$ cat src/rtl/bank_pick_pkg.sv
package bank_pick_pkg;
  typedef enum logic [1:0] {
    SRC_NONE = 2'd0,
    SRC_WR   = 2'd1,
    SRC_RD   = 2'd2,
    SRC_HIT  = 2'd3
  } pick_src_e;
endpackage

$ cat src/rtl/bank_hit_window.sv
module bank_hit_window #(
  parameter int TS_W = 32
) (
  input  logic [TS_W-1:0] act_ts,
  input  logic [TS_W-1:0] cur_cycle,
  input  logic [TS_W-1:0] t_ras,
  input  logic [TS_W-1:0] t_rtp,
  output logic            in_window
);
  logic [TS_W-1:0] pre_limit;
  logic [TS_W-1:0] pre_spec;

  always_comb begin
    pre_limit = act_ts + t_ras;
    pre_spec  = cur_cycle + t_rtp;
    in_window = (pre_spec <= pre_limit);
  end
endmodule

$ cat src/rtl/bank_pick_select.sv
module bank_pick_select
  import bank_pick_pkg::*;
#(
  parameter int IDX_W = 4,
  parameter int CNT_W = 4
) (
  input  logic [CNT_W-1:0] cmd_cnt,
  input  logic [CNT_W-1:0] rdq_cnt,
  input  logic [CNT_W-1:0] wrq_cnt,
  input  logic             wb_mode,
  input  logic             best_wr_vld,
  input  logic [IDX_W-1:0] best_wr_idx,
  input  logic             wr_sched_ok,
  input  logic             best_rd_vld,
  input  logic [IDX_W-1:0] best_rd_idx,
  input  logic             best_rd_hit,
  input  logic             rd_sched_ok,
  input  logic             hit_vld,
  input  logic [IDX_W-1:0] hit_idx,
  input  logic             hit_sched_ok,
  input  logic             act_ts_vld,
  input  logic             in_window,
  input  logic             cfg_rd_bypass,
  input  logic             cfg_hit_bypass,
  output logic             sel_vld,
  output logic [IDX_W-1:0] sel_idx,
  output logic             sel_ts_bad,
  output pick_src_e        sel_src
);
  logic idle_bank;
  logic rd_path;
  logic hit_try;

  always_comb begin
    idle_bank  = (cmd_cnt == '0) && ((rdq_cnt != '0) || (wrq_cnt != '0));
    rd_path    = idle_bank && (!wb_mode || (!best_wr_vld && cfg_rd_bypass));
    hit_try    = rd_path && cfg_hit_bypass && hit_vld &&
                 !(best_rd_vld && best_rd_hit);
    sel_ts_bad = hit_try && !act_ts_vld;
    sel_vld    = 1'b0;
    sel_idx    = '0;
    sel_src    = SRC_NONE;
    if (idle_bank && wb_mode && best_wr_vld) begin
      sel_src = SRC_WR;
      sel_vld = wr_sched_ok;
      sel_idx = wr_sched_ok ? best_wr_idx : '0;
    end else if (hit_try && act_ts_vld && in_window) begin
      sel_src = SRC_HIT;
      sel_vld = hit_sched_ok;
      sel_idx = hit_sched_ok ? hit_idx : '0;
    end else if (rd_path && best_rd_vld) begin
      sel_src = SRC_RD;
      sel_vld = rd_sched_ok;
      sel_idx = rd_sched_ok ? best_rd_idx : '0;
    end
  end
endmodule

$ cat src/rtl/bank_req_picker.sv
module bank_req_picker
  import bank_pick_pkg::*;
#(
  parameter int IDX_W = 4,
  parameter int CNT_W = 4,
  parameter int TS_W  = 32
) (
  input  logic             clk,
  input  logic             rst,
  input  logic [CNT_W-1:0] cmd_cnt,
  input  logic [CNT_W-1:0] rdq_cnt,
  input  logic [CNT_W-1:0] wrq_cnt,
  input  logic             wb_mode,
  input  logic             best_wr_vld,
  input  logic [IDX_W-1:0] best_wr_idx,
  input  logic             wr_sched_ok,
  input  logic             best_rd_vld,
  input  logic [IDX_W-1:0] best_rd_idx,
  input  logic             best_rd_hit,
  input  logic             rd_sched_ok,
  input  logic             hit_vld,
  input  logic [IDX_W-1:0] hit_idx,
  input  logic             hit_sched_ok,
  input  logic [TS_W-1:0]  act_ts,
  input  logic             act_ts_vld,
  input  logic [TS_W-1:0]  cur_cycle,
  input  logic [TS_W-1:0]  t_ras,
  input  logic [TS_W-1:0]  t_rtp,
  input  logic             cfg_rd_bypass,
  input  logic             cfg_hit_bypass,
  output logic             pick_vld,
  output logic [IDX_W-1:0] pick_idx,
  output logic             ts_err
);
  logic             in_window;
  logic             sel_vld;
  logic [IDX_W-1:0] sel_idx;
  logic             sel_ts_bad;
  pick_src_e        sel_src;

  bank_hit_window #(.TS_W(TS_W)) u_window (
    .act_ts    (act_ts),
    .cur_cycle (cur_cycle),
    .t_ras     (t_ras),
    .t_rtp     (t_rtp),
    .in_window (in_window)
  );

  bank_pick_select #(.IDX_W(IDX_W), .CNT_W(CNT_W)) u_select (
    .cmd_cnt        (cmd_cnt),
    .rdq_cnt        (rdq_cnt),
    .wrq_cnt        (wrq_cnt),
    .wb_mode        (wb_mode),
    .best_wr_vld    (best_wr_vld),
    .best_wr_idx    (best_wr_idx),
    .wr_sched_ok    (wr_sched_ok),
    .best_rd_vld    (best_rd_vld),
    .best_rd_idx    (best_rd_idx),
    .best_rd_hit    (best_rd_hit),
    .rd_sched_ok    (rd_sched_ok),
    .hit_vld        (hit_vld),
    .hit_idx        (hit_idx),
    .hit_sched_ok   (hit_sched_ok),
    .act_ts_vld     (act_ts_vld),
    .in_window      (in_window),
    .cfg_rd_bypass  (cfg_rd_bypass),
    .cfg_hit_bypass (cfg_hit_bypass),
    .sel_vld        (sel_vld),
    .sel_idx        (sel_idx),
    .sel_ts_bad     (sel_ts_bad),
    .sel_src        (sel_src)
  );

  always_ff @(posedge clk) begin
    if (rst) begin
      pick_vld <= 1'b0;
      pick_idx <= '0;
      ts_err   <= 1'b0;
    end else begin
      pick_vld <= sel_vld;
      pick_idx <= sel_idx;
      ts_err   <= sel_ts_bad;
    end
  end

  AST_BUSY_QUIET: assert property (@(posedge clk) disable iff (rst)
    (cmd_cnt != '0) |=> !pick_vld);
  AST_EMPTY_QUIET: assert property (@(posedge clk) disable iff (rst)
    (rdq_cnt == '0 && wrq_cnt == '0) |=> !pick_vld);
  AST_WB_WRITE_WINS: assert property (@(posedge clk) disable iff (rst)
    (cmd_cnt == '0 && wrq_cnt != '0 && wb_mode && best_wr_vld && wr_sched_ok)
    |=> (pick_vld && pick_idx == $past(best_wr_idx)));
  AST_WB_WRITE_BLOCKED: assert property (@(posedge clk) disable iff (rst)
    (wb_mode && best_wr_vld && !wr_sched_ok) |=> !pick_vld);
  AST_WB_NO_BYPASS: assert property (@(posedge clk) disable iff (rst)
    (wb_mode && !best_wr_vld && !cfg_rd_bypass) |=> !pick_vld);
  AST_TS_ERR_CAUSE: assert property (@(posedge clk) disable iff (rst)
    ts_err |-> !$past(act_ts_vld));
  AST_ERR_NO_HIT: assert property (@(posedge clk) disable iff (rst)
    (ts_err && pick_vld) |-> (pick_idx == $past(best_rd_idx)));
endmodule

$ cat config.mk
export PLATFORM = sky130hd
export DESIGN_NAME = bank_req_picker
export DESIGN_NICKNAME = d
export VERILOG_FILES = /design/src/rtl/bank_pick_pkg.sv /design/src/rtl/bank_hit_window.sv /design/src/rtl/bank_pick_select.sv /design/src/rtl/bank_req_picker.sv
export SDC_FILE = /design/constraint.sdc
export NUM_CORES = 1
export LEC_CHECK = 0
export ABC_AREA = 1
export BUFFER_PORTS_ARGS = -buffer_cell sky130_fd_sc_hd__buf_2
export CORE_ASPECT_RATIO = 1.4
export CORE_MARGIN = 2
export CORE_UTILIZATION = 30
export CTS_CLUSTER_SIZE = 8
export DETAILED_ROUTE_END_ITERATION = 8
export GPL_TIMING_DRIVEN = 0
export SYNTH_ARGS = -nofsm -noshare
export SYNTH_HDL_FRONTEND = slang
export SYNTH_SLANG_ARGS = --single-unit
$ cat constraint.sdc
create_clock -name clk -period 6.1 [get_ports clk]
set_input_delay 0.305 -clock clk [delete_from_list [all_inputs] [get_ports clk]]
set_output_delay 0.305 -clock clk [all_outputs]
set_load 0.05 [all_outputs]
==> reports/results.ini <==
[min_path]
hold_class=input pin to register

[synthesis]
ys_seq_elements=6
synth_top_cell_area_share_pct=24.8
synth_cells=778
synth_fp_nets=1039
ys_types=45
synth_area_mm2=0.00475
yosysSeqAreaShare_pct=2.53
ys.warnings.count=0
synth_area_leaders=ha_1 (25%), nand2_1 (15%), a21oi_1 (9.1%), inv_1 (7.4%), nor2_1 (6.1%)
yosysTopAreaCell=ha_1
synthArstFlopShare_pct=0
synth_edf_count=0
avgSynthCellArea_um2=6.11
synth_ff_type=dfxtp_1

[grt]
gr-usage-met2_pct=35.4
use_met3_pct=0.938
antenna_found_initial=1
grt-busiest-layer=met2
met1_usage_pct=16.0
grt_start_max_net_pins=7
grt_pass1_vias=5396
grt_pass1_wl_um=22900
grt-ovfl-total=0
grt_usage_pct=16.3

[route]
viasPerCell=4.80
wl_per_cell_um=12.4
wirelength_um=14300
vias=5516
drt_iter0_markers=200
drt-pass1-iter-count=4
drc=0
drtAntennaViolNets=0

[sta]
period_needed_ns=3.45
max_freq_mhz=290
finalCritPeriodShare_pct=56.6
slew_headroom_pct=72.5
finalSetupViolCount=0
hold_violations=0
finalMaxSlewViolations=0
worst_pin_slew_ns=0.409
rsz0062_at_grt=no
fin_tns_setup_ns=0

[floorplanning]
die_w_um=110
floorplan.initialDensity_pct=30.6
die_h_um=153
coreArea_mm2=0.0155
io_pins=171
placementRows=54
dieArea_mm2=0.0169

[worst_setup_path]
crit_required_ns=6.22
crit_fanout=6
cpMaxStageDelayCell=fa_1
cp-endpoint=pick_idx[3]
cpPeakStageDelay_ns=0.41
endpoint_kind=register
critPathKind=input pin to register
start_kind=input pin
arrival_ns=3.57
critPathLaunch=cur_cycle[0]
critPathBufInv=4
crit_family=simple AND/OR/NAND/NOR gates
cp_common_cell=nand2_1
cp.depth=27

[cts]
clockRootBuffer=clkbuf_16
cts_buffer_depth=2
cts_num_sinks=6
cts-buffers-inserted=3
cts_hold_buf=0
cts_resized=0
h-tree-depth=1
cts_tree=yes
cts_setup_buffers=0
clkTransAtPathRegs_ns=0.03

[cells_and_area]
nets=1214
drive_above_1_share_pct=23.0
syn_to_final_growth_pct=24.7
multiInputGateArea_mm2=0.00427
seq_area_um2=120
nFillCells=1783

[place]
dp_hpwl_um=13200
place_congestion=0.863
portBuffers=170

[power_and_ir_drop]
p_total_w=0.000791
cellLeakagePower_nw=3.20
powerDensity_mw_per_mm2=133
vdd_drop_max_mv=0.153

[run]
maxCapViolCount=0

[status]
outcome=finished, final reports clean

[cell type report]
class	instances	area share, %
clock buffer	3	1.27
sequential	6	2.03
inverter	97	6.15
timing repair buffer	170	14.4
antenna	1	0.0422
multi-input combinational	675	72.0
tap	196	4.14
[cell usage after synthesis (6+ instances only)]
cell type,count
dfxtp_1,6
ha_1,94
nand2_2,11
nand2_1,190
nor2_1,77
inv_1,94
xnor2_1,24
o21ai_0,31
a21oi_1,86
nand4_1,10
a21oi_2,9
a21o_1,7
nand3_1,36
xor2_1,25
nor3_1,10
o21bai_1,7
[routing by layer]
layer / wire, µm / vias up / share of wire, %
met2: 7970 / 153 / 56
met3: 755 / 16 / 5.3
met4: 233 / 0 / 1.6
met1: 5300 / 2362 / 37
li1: - / 2985 / -
met5: 0 / - / 0
[flip-flops by register name (all words and copies together), names as in the netlist]
register	cells
pick_idx	4
pick_vld	1
ts_err	1
[cells by family (layout without fill, tap and decap cells)]
logic type | count (synthesis) | after routing | share of synthesized area [%]
buffers and inverters | 97 | 270 | 7.66
and+or+nand+nor | 354 | 354 | 32.2
AOI/OAI and AO/OA | 176 | 176 | 23.0
DFF | 6 | 6 | 2.53
other | 0 | 1 | 0
xor gates and xnor gates | 49 | 49 | 9.03
adders and majority gates | 96 | 96 | 25.6
[cell usage in the layout, fill, tap and decap left out, drive strengths merged, types with 2 or more instances in the layout]
cell type / n
nand2: 201
buf: 170
inv: 97
a21oi: 96
ha: 94
nor2: 81
o21ai: 41
nand3: 40
xor2: 25
xnor2: 24
nor3: 11
nand4: 10
o21bai: 10
a21o: 8
dfxtp: 6
o21a: 5
nand3b: 5
o221ai: 4
a31oi: 3
clkbuf: 3
o211ai: 3
nor4: 3
a211oi: 2
and3: 2
fa: 2
a21boi: 2
[per-stage QoR]
step	utilization (%)	area (µm²)	hold WS (ns)	setup slack, ns	cells
5_1_grt	38.1	5920	0.270	2.31	1147
6_report	38.1	5920	0.268	2.65	1148
2_1_floorplan	-	4750	0.382	3.10	778
3_5_place_dp	37.6	5850	0.486	2.38	1144
4_1_cts	38.1	5920	0.263	2.61	1147
3_3_place_gp	37.6	5850	0.489	2.42	1144
[how the worst min path moves through the flow]
stage	cells after the start	end	start	slack, ns
floorplan	1	ts_err	rst	0.38
detailed placement	2	ts_err	rst	0.49
CTS	2	ts_err	rst	0.26
finish	2	ts_err	act_ts_vld	0.27
global route	2	ts_err	rst	0.27
global placement	2	ts_err	rst	0.49
[power breakdown]
part           leakage [nW]  switching [W]  internal, W
clock network        0.0370      0.0000217    0.0000841
registers            0.0483   0.0000000385    0.0000397
logic                  3.12       0.000377     0.000269
(Power assumes the default switching activity.)
